<file path="src/rtl/bch_cems_pkg.sv">
package bch_cems_pkg;
  localparam int GF_M = 8;
  localparam logic [GF_M:0] GF_POLY = 9'h11D;
  localparam int GF_SIZE = 1 << GF_M;

  typedef enum logic [1:0] {ST_IDLE, ST_BUILD, ST_SEARCH} cems_state_e;

  function automatic logic [GF_M-1:0] gf_mul(input logic [GF_M-1:0] a, input logic [GF_M-1:0] b);
    logic [GF_M-1:0] acc;
    logic [GF_M-1:0] sh;
    acc = '0;
    sh  = a;
    for (int k = 0; k < GF_M; k++) begin
      if (b[k]) acc = acc ^ sh;
      sh = sh[GF_M-1] ? ((sh << 1) ^ GF_POLY[GF_M-1:0]) : (sh << 1);
    end
    return acc;
  endfunction

  // log_alpha table, entry x at bits [x*GF_M +: GF_M]; entry 0 unused
  function automatic logic [GF_SIZE*GF_M-1:0] gf_log_table();
    logic [GF_SIZE*GF_M-1:0] tbl;
    logic [GF_M-1:0] p;
    tbl = '0;
    p   = GF_M'(1);
    for (int e = 0; e < GF_SIZE - 1; e++) begin
      tbl[int'(p)*GF_M +: GF_M] = GF_M'(e);
      p = gf_mul(p, GF_M'(2));
    end
    return tbl;
  endfunction
endpackage

</file>
<file path="src/rtl/cems_matrix.sv">
module cems_matrix
  import bch_cems_pkg::*;
#(
  parameter int T = 2,
  localparam int N = 2 * T
) (
  input  logic                  clk_i,
  input  logic                  rst_ni,
  input  logic                  load_i,
  input  logic                  step_i,
  input  logic [N*GF_M-1:0]     loc_i,
  output logic [N*T*GF_M-1:0]   mat_o
);
  for (genvar i = 0; i < N; i++) begin : g_row
    logic [GF_M-1:0] sq_q;
    logic [GF_M-1:0] col_q [T];

    always_ff @(posedge clk_i or negedge rst_ni) begin
      if (!rst_ni) begin
        sq_q <= '0;
        for (int j = 0; j < T; j++) col_q[j] <= '0;
      end else if (load_i) begin
        sq_q <= gf_mul(loc_i[i*GF_M +: GF_M], loc_i[i*GF_M +: GF_M]);
        for (int j = 0; j < T; j++) col_q[j] <= loc_i[i*GF_M +: GF_M];
      end else if (step_i) begin
        // column j climbs by beta^2 per step until it reaches beta^(2j+1)
        for (int j = 1; j < T; j++) col_q[j] <= gf_mul(col_q[j-1], sq_q);
      end
    end

    for (genvar j = 0; j < T; j++) begin : g_col
      assign mat_o[(i*T+j)*GF_M +: GF_M] = col_q[j];
    end
  end
endmodule

</file>
<file path="src/rtl/cems_delta.sv">
module cems_delta
  import bch_cems_pkg::*;
#(
  parameter int T = 2,
  localparam int N = 2 * T
) (
  input  logic [T*GF_M-1:0]   syn_i,
  input  logic [N*T*GF_M-1:0] mat_i,
  input  logic [N-1:0]        gamma_i,
  output logic                zero_o,
  output logic                geo_o,
  output logic [GF_M-1:0]     log_o
);
  localparam logic [GF_SIZE*GF_M-1:0] LOG_TBL = gf_log_table();

  logic [GF_M-1:0] d [T];
  logic [GF_M-1:0] d1_sq;

  always_comb begin
    for (int j = 0; j < T; j++) begin
      d[j] = syn_i[j*GF_M +: GF_M];
      for (int i = 0; i < N; i++)
        if (gamma_i[i]) d[j] = d[j] ^ mat_i[(i*T+j)*GF_M +: GF_M];
    end
  end

  always_comb begin
    zero_o = 1'b1;
    for (int j = 0; j < T; j++) if (d[j] != '0) zero_o = 1'b0;
  end

  assign d1_sq = gf_mul(d[0], d[0]);

  always_comb begin
    geo_o = (d[0] != '0);
    for (int a = 0; a < T - 1; a++)
      if (gf_mul(d[a], d1_sq) != d[a+1]) geo_o = 1'b0;
  end

  assign log_o = LOG_TBL[int'(d[0])*GF_M +: GF_M];
endmodule

</file>
<file path="src/rtl/bch_cems.sv">
module bch_cems
  import bch_cems_pkg::*;
#(
  parameter int T = 2,
  localparam int N = 2 * T,
  localparam int SW = $clog2(T) + 1
) (
  input  logic              clk_i,
  input  logic              rst_ni,
  input  logic              start_i,
  input  logic [T*GF_M-1:0] syn_i,
  input  logic [N*GF_M-1:0] loc_i,
  output logic              done_o,
  output logic              fail_o,
  output logic              extra_o,
  output logic [GF_M-1:0]   extra_loc_o,
  output logic [N-1:0]      gamma_o
);
  cems_state_e state_q;
  logic [SW-1:0]       step_q;
  logic [N-1:0]        pat_q;
  logic [T*GF_M-1:0]   syn_q;
  logic                hit_z_q, hit_g_q;
  logic [N-1:0]        z_pat_q, g_pat_q;
  logic [GF_M-1:0]     g_loc_q;

  logic [N*T*GF_M-1:0] mat;
  logic                zero, geo;
  logic [GF_M-1:0]     dlog;
  logic                load, step, srch, last;
  logic                z_any, g_any;
  logic [N-1:0]        z_pat, g_pat;
  logic [GF_M-1:0]     g_loc;

  assign load = (state_q == ST_IDLE) && start_i;
  assign step = (state_q == ST_BUILD);
  assign srch = (state_q == ST_SEARCH);
  assign last = srch && (pat_q == {N{1'b1}});

  cems_matrix #(.T(T)) u_mat (
    .clk_i (clk_i), .rst_ni(rst_ni), .load_i(load), .step_i(step),
    .loc_i (loc_i), .mat_o (mat)
  );

  cems_delta #(.T(T)) u_delta (
    .syn_i (syn_q), .mat_i(mat), .gamma_i(pat_q),
    .zero_o(zero), .geo_o(geo), .log_o(dlog)
  );

  // first hit in counter order, including the current pattern
  assign z_any = hit_z_q | (srch & zero);
  assign z_pat = hit_z_q ? z_pat_q : pat_q;
  assign g_any = hit_g_q | (srch & geo);
  assign g_pat = hit_g_q ? g_pat_q : pat_q;
  assign g_loc = hit_g_q ? g_loc_q : dlog;

  always_ff @(posedge clk_i or negedge rst_ni) begin
    if (!rst_ni) begin
      state_q     <= ST_IDLE;
      step_q      <= '0;
      pat_q       <= '0;
      syn_q       <= '0;
      hit_z_q     <= 1'b0;
      hit_g_q     <= 1'b0;
      z_pat_q     <= '0;
      g_pat_q     <= '0;
      g_loc_q     <= '0;
      done_o      <= 1'b0;
      fail_o      <= 1'b0;
      extra_o     <= 1'b0;
      extra_loc_o <= '0;
      gamma_o     <= '0;
    end else begin
      done_o <= 1'b0;
      unique case (state_q)
        ST_IDLE: if (start_i) begin
          syn_q   <= syn_i;
          pat_q   <= '0;
          step_q  <= '0;
          hit_z_q <= 1'b0;
          hit_g_q <= 1'b0;
          state_q <= ST_BUILD;
        end
        ST_BUILD: begin
          step_q <= step_q + 1'b1;
          if (step_q == SW'(T - 2)) state_q <= ST_SEARCH;
        end
        ST_SEARCH: begin
          hit_z_q <= z_any;
          z_pat_q <= z_pat;
          hit_g_q <= g_any;
          g_pat_q <= g_pat;
          g_loc_q <= g_loc;
          pat_q   <= pat_q + 1'b1;
          if (last) begin
            state_q <= ST_IDLE;
            done_o  <= 1'b1;
            if (z_any) begin
              gamma_o     <= z_pat;
              extra_o     <= 1'b0;
              extra_loc_o <= '0;
              fail_o      <= 1'b0;
            end else if (g_any) begin
              gamma_o     <= g_pat;
              extra_o     <= 1'b1;
              extra_loc_o <= g_loc;
              fail_o      <= 1'b0;
            end else begin
              gamma_o     <= '0;
              extra_o     <= 1'b0;
              extra_loc_o <= '0;
              fail_o      <= 1'b1;
            end
          end
        end
        default: state_q <= ST_IDLE;
      endcase
    end
  end
endmodule

</file>
<file path="config.mk">
export PLATFORM = sky130hd
export DESIGN_NAME = bch_cems
export DESIGN_NICKNAME = d
export VERILOG_FILES = /design/src/rtl/bch_cems_pkg.sv /design/src/rtl/cems_matrix.sv /design/src/rtl/cems_delta.sv /design/src/rtl/bch_cems.sv
export SDC_FILE = /design/constraint.sdc
export NUM_CORES = 1
export LEC_CHECK = 0
export CAP_MARGIN = 20
export CELL_PAD_IN_SITES_DETAIL_PLACEMENT = 0
export CELL_PAD_IN_SITES_GLOBAL_PLACEMENT = 2
export CORE_MARGIN = 5
export CORE_UTILIZATION = 40
export CTS_CLUSTER_DIAMETER = 30
export DETAILED_ROUTE_END_ITERATION = 10
export HOLD_SLACK_MARGIN = 0.02
export PLACE_DENSITY = 0.91
export SETUP_SLACK_MARGIN = 0.3
export SLEW_MARGIN = 15
export SYNTH_ARGS = -nofsm -noshare
export SYNTH_HDL_FRONTEND = slang
export SYNTH_SLANG_ARGS = --single-unit
</file>
<file path="constraint.sdc">
create_clock -name clk_i -period 16.6 [get_ports clk_i]
set_input_delay 3.32 -clock clk_i [delete_from_list [all_inputs] [get_ports clk_i]]
set_output_delay 3.32 -clock clk_i [all_outputs]
set_load 0.005 [all_outputs]
</file>
## Yosys cells after proc, flatten, opt, wreduce, memory -nomap -nowiden

Cells that the tools add are included.

- Flip-flop bits (word level): 153
- Latch bits: 0
- RAM bits: 0
- ROM bits: 0
- Input bits: 51
- Output and inout port bits: 15
- Word-level logic and storage cells: 465
- Memories kept: 0

- $add $sub $neg: 2
- $mul: 0
- Divide/modulo/power cells: 0
- $lt $le $gt $ge: 0
- Equality and inequality tests: 7
- Shifts and indexed selects: 1
- Multiplexer cells: 270
- Bitwise gates (word level): 145
- Reduce and logical (&&, ||, !) cells: 14

Operators with widths:

| cell | number |
|---|---|
| 2048-bit by 12-bit variable part select with 8-bit output (first input constant) | 1 |
| 8-bit 2-to-1 mux | 183 |
| 8-bit bitwise XOR | 78 |
| 5-bit 2-to-1 mux | 63 |
| 4-bit inverter | 63 |
| 4-bit 2-to-1 mux | 5 |
| 8-bit nonzero test | 2 |
| 1-bit 2-to-1 mux | 10 |
| 2-bit 2-to-1 mux | 4 |
| 8-bit inequality test | 1 |
| 4-bit one-hot mux with 2 select lines | 1 |
| 2-bit AND reduction | 4 |
| 2-bit one-hot mux with 3 select lines | 1 |
| 2-bit nonzero test | 3 |
| 4-bit by 1-bit adder with 4-bit output (second input constant) | 1 |
| 4-bit equality test (second input constant) | 1 |
| 2-bit zero test | 2 |
| 2-bit by 1-bit inequality test with 1-bit output (second input constant) | 2 |
| 1-bit one-hot mux with 2 select lines | 2 |
| 2-bit one-hot mux with 2 select lines | 1 |
| 3-bit AND reduction | 1 |
| 2-bit by 1-bit adder with 2-bit output (second input constant) | 1 |
| 1-bit AND | 2 |
| 2-bit by 1-bit equality test with 1-bit output (second input constant) | 1 |
| other kinds (4) | 6 |

## Longest topological paths before layout

- Depth in word-level cells: 45
- Gate-level depth with buffers: 25
- Gate-level depth less buffers: 18

## Modules after synthesis

A second synthesis with hierarchy kept.

- Cell total of the unflattened synthesis: 2,676
- Area total of the unflattened synthesis: 20,131.8 sq um

By module, submodules not included:

| module | instances | cells an instance | area each (sq um) | sequential area each (sq um) |
|---|---|---|---|---|
| cems_matrix | 1 | 1,453 | 11,378.4 | 2,402.3 |
| cems_delta | 1 | 986 | 6,165.9 | 0.0 |
| bch_cems | 1 | 237 | 2,587.5 | 1,426.4 |

## Least setup slack after synthesis

OpenSTA, ideal clock, no wires.

- Kind: register to register
- Start point: register pat_q[0]
- End point: register extra_loc_o[7]
- Setup time: 0.066 ns
- Arrival time: 5.939 ns
- Data required time: 16.534 ns
- Setup slack: 10.595 ns
- Stages on the path, launching flop included: 26
- Buffers on the path: 7
- Clock period less this slack: 6.005 ns
- Path through: dfrtp_1 buf_4 nand2_1 xnor3_1 xor2_2 inv_1 buf_2 clkbuf_1 clkbuf_1 ha_1 clkbuf_1 xor3_1 buf_2 xnor2_1 nand2_1 xor2_1 nand2b_1 xnor2_1 xnor2_1 xnor3_1 xnor2_1 or4_1 nor4_2 o21a_1 buf_6 a22o_1

- Cells in the longest elaborated chain, start to end: 43
- Elaborated cells on any way between the ends: 75
- Those cells by class: eq/ne: 2; shift: 1; mux: 37; bitwise: 31; reduce/logical: 4

Ends and longest elaborated chain:

| element | RTL line | text |
|---|---|---|
| start, declared | bch_cems.sv:21 | `logic [N-1:0] pat_q;` |
| start signal, assigned | bch_cems.sv:94 | `pat_q <= pat_q + 1'b1;` |
| 8-bit 2-to-1 mux | cems_delta.sv:23 | `if (gamma_i[i]) d[j] = d[j] ^ mat_i[(i*T+j)*GF_M +: GF_M];` |
| 8-bit bitwise XOR | cems_delta.sv:23 |  |
| 8-bit 2-to-1 mux | cems_delta.sv:23 |  |
| 8-bit bitwise XOR | cems_delta.sv:23 |  |
| 8-bit 2-to-1 mux | cems_delta.sv:23 |  |
| 8-bit bitwise XOR | cems_delta.sv:23 |  |
| 8-bit 2-to-1 mux | cems_delta.sv:23 |  |
| 8-bit 2-to-1 mux or 5-bit 2-to-1 mux (tied branches) | bch_cems_pkg.sv:14, bch_cems_pkg.sv:15 |  |
| [... 27 more ...] | - |  |
| 8-bit bitwise XOR | bch_cems_pkg.sv:14 | `if (b[k]) acc = acc ^ sh;` |
| 8-bit 2-to-1 mux | bch_cems_pkg.sv:14 |  |
| 8-bit inequality test | cems_delta.sv:37 | `if (gf_mul(d[a], d1_sq) != d[a+1]) geo_o = 1'b0;` |
| 1-bit 2-to-1 mux | cems_delta.sv:37 |  |
| 1-bit AND | bch_cems.sv:53 | `assign g_any = hit_g_q \| (srch & geo);` |
| 1-bit bitwise OR | bch_cems.sv:53 |  |
| 8-bit 2-to-1 mux | bch_cems.sv:103 | `end else if (g_any) begin` |
| 8-bit 2-to-1 mux | bch_cems.sv:98 | `if (z_any) begin` |
| end signal, assigned | bch_cems.sv:106 | `extra_loc_o <= g_loc;` |
| end, declared | bch_cems.sv:16 | `output logic [GF_M-1:0] extra_loc_o,` |

Parallel ways exist; a longest one is shown, timed or not.
A chain may end at the register's enable or synchronous reset.

## Final worst setup path

- Start point: register pat_q[0]
- End point: register extra_loc_o[4]

The elaborated chain is that of the path after synthesis.

==> results.json <==
{
  "cts_inserted_buffers": 17,
  "clock_latency_ns": 0.44,
  "dieHeight_um": 231,
  "synth-edff-count": 0,
  "cp-end-kind": "flip-flop",
  "synth_fa_ha_area_share_pct": 3.33,
  "port-buffer-count": 65,
  "arrival_ns": 7.15,
  "rows": 81,
  "drcViolationCount": 0,
  "wl_per_cell_um": 20.2,
  "hold_viol": 0,
  "period_minus_slack_ns": 6.78,
  "io_pins": 66,
  "ff_latch_area_um2": 3830,
  "routabilityCongestion": 0.974,
  "fp.coreArea_um2": 48600,
  "vias": 18452,
  "grt_pass1_vias": 17367,
  "dr.first_iter.drc_count": 1928,
  "syn_to_final_growth_pct": 7.21,
  "drive_gt1_share_pct": 3.68,
  "slowest_delay_ns": 0.79,
  "cts-root-buf": "clkbuf_16",
  "nets": 2671,
  "multi_input_area_um2": 14700,
  "hold_path_depth": 2,
  "cts_buffer_depth": 2,
  "first_pass_iters": 6,
  "synthMuxAreaShare_pct": 2.46,
  "start_util_pct": 40.2,
  "grt_max_degree": 112,
  "cts_tree": "done",
  "cts.sinks": 153,
  "grt_overflow_total": 0,
  "syn_nets": 2807,
  "h-tree-depth": 4,
  "async_flop_share_pct": 100,
  "layout_worst_path_cycle_share_pct": 40.8,
  "post_cts_resized": 0,
  "synth_compound_area_share_pct": 18.7,
  "hp-class": "flip-flop to flip-flop",
  "ant_nets": 0,
  "synth_top_family_by_area": "XOR/XNOR gates",
  "startpoint_type": "flip-flop",
  "synthCells": 2704,
  "grt.total_usage_pct": 23.6,
  "grt_pass1_wl_um": 103000,
  "netlist_area_um2": 19600,
  "die_w_um": 231,
  "cts_setup_buffers": 0,
  "maxSlewViolCount": 0,
  "cpMostUsedCell": "xnor2_1",
  "diodes": 0,
  "status": "complete, no violations",
  "avgViaCountPerCell": 5.76,
  "place_hpwl_um": 45000,
  "synth_cell_types": 76,
  "tightest_slew_ns": 1.06,
  "max_cap_viol_count": 0,
  "fillerInstances": 4970,
  "max_freq_mhz": 148,
  "required_ns": 16.97,
  "synth-seq-cells": 153,
  "cts_hold_buf": 0,
  "synth_flop_cell": "dfrtp_1",
  "ys.warnings.count": 0,
  "path_clk_slew_ns": 0.06,
  "ys_seq_area_share_pct": 19.6,
  "antenna_found_initial": 1,
  "crit_path_max_fanout": 24,
  "critPathSlowestCell": "dfrtp_1",
  "slew-limit-headroom_pct": 29.4,
  "clock_skew_ns": 0.00483,
  "layout_common_cells": "nand2_1, xnor2_1, o21ai_0",
  "worstPathCellList": "nand2_1, xnor3_2, xor2_4, inv_1, buf_4, xnor2_1, a21oi_1, o211ai_1, xor2_1, nor2_1, xnor2_1, xnor3_1, xnor2_1, or4_1, nor4_2, o21a_1, a22o_1",
  "wl_um": 64600,
  "reg2reg_depth": 17,
  "synth_xor_xnor_area_share_pct": 29.6,
  "rsz0062_at_grt": "no",
  "crit_type": "flip-flop to flip-flop",
  "setup_viol": 0,
  "synth.avg_cell_area_um2": 7.23,
  "die-area_um2": 53400,
  "synth-simple-area-share_pct": 20.9,
  "final_common_cell": "nand2_1",
  "fin_tns_setup_ns": 0
}
## sequential cells by signal (all words and copies together) (netlist names), 4 cells and up
name              flops
u_mat.mat_o          64
u_mat.g_row.sq_q     32
syn_q                16
extra_loc_o           8
g_loc_q               8
g_pat_q               4
gamma_o               4
pat_q                 4
z_pat_q               4
## cell usage after synthesis, types with 30 or more instances
| cell type | count | share of area, % |
|---|---|---|
| nand2_1 | 646 | 12 |
| xnor2_1 | 450 | 20 |
| clkbuf_1 | 188 | 3.6 |
| o21ai_0 | 174 | 4.5 |
| nor2_1 | 166 | 3.2 |
| dfrtp_1 | 153 | 20 |
| xor2_1 | 145 | 6.5 |
| a21oi_1 | 97 | 2.5 |
| nor3_1 | 62 | 1.6 |
| ha_1 | 52 | 3.3 |
| o211ai_1 | 43 | 1.7 |
| inv_1 | 38 | 0.73 |
| buf_1 | 36 | 0.69 |
| nand3_1 | 36 | 0.92 |
| o311ai_0 | 36 | 1.6 |
| mux2i_1 | 32 | 1.6 |
| a22oi_1 | 31 | 1.2 |
| a211oi_1 | 30 | 1.2 |
## logic make-up after synthesis
logic type | count (synthesis)
compound gates | 561
xor+xnor | 622
fa+ha+maj | 52
buf+inv | 279
flops | 153
mux | 45
simple gates | 992
## worst max-delay path, delay by kind of cell (launching register included)
kind                   cells  cell delay (ns)
XOR/XNOR                   7             2.80
AO/OA/AOI/OAI              4             0.97
buffers and inverters      2             0.85
flip-flops                 1             0.79
AND/OR/NAND/NOR            4             1.26
## routing by layer
metal  GRT usage [%]  up-vias  wire length [um]
li1                -     8839                 -
met1            33.9     8821             29100
met2            37.1      675             29500
met3            3.06      115              4180
met4            7.28        2              1750
met5               0        -                13
## worst paths after layout
check,from,slack (ns),endpoint
worst min-delay path,g_loc_q[0]$_DFFE_PN0P_,0.47,g_loc_q[0]$_DFFE_PN0P_
min in group asynchronous,rst_ni,2.92,u_mat.g_row[2].sq_q[5]$_DFFE_PN0P_
worst min register to register,g_loc_q[0]$_DFFE_PN0P_,0.47,g_loc_q[0]$_DFFE_PN0P_
worst max register to register,pat_q[0]$_DFFE_PN0P_,9.82,extra_loc_o[4]$_DFFE_PN0P_
worst max-delay path,pat_q[0]$_DFFE_PN0P_,9.82,extra_loc_o[4]$_DFFE_PN0P_
max in group asynchronous,rst_ni,12.25,u_mat.g_row[0].sq_q[5]$_DFFE_PN0P_
## per-stage QoR
stage	hold WS [ns]	setup WS [ns]	cell area, um^2	instances	utilization, %
final	0.474	9.82	21000	3203	43.1
after global routing	0.491	9.44	21000	3203	43.1
after CTS	0.474	9.93	20900	3202	43.1
after detailed placement	0.458	9.98	20300	3170	41.7
after global placement	0.454	10.15	20300	3170	41.7
after floorplan	0.440	10.60	19600	2704	-
## final cells by class
| class | instances | share of cell area (%) |
|---|---|---|
| inverter | 39 | 0.698 |
| timing repair buffer | 85 | 3.92 |
| multi-input combinational | 2272 | 70.3 |
| sequential | 153 | 18.3 |
| tap | 622 | 3.71 |
| clock buffer | 20 | 2.08 |
| clock inverter | 12 | 1.05 |
Power is not shown: default switching activity piles up to over one toggle a cycle in this logic, so the estimate is an artifact.
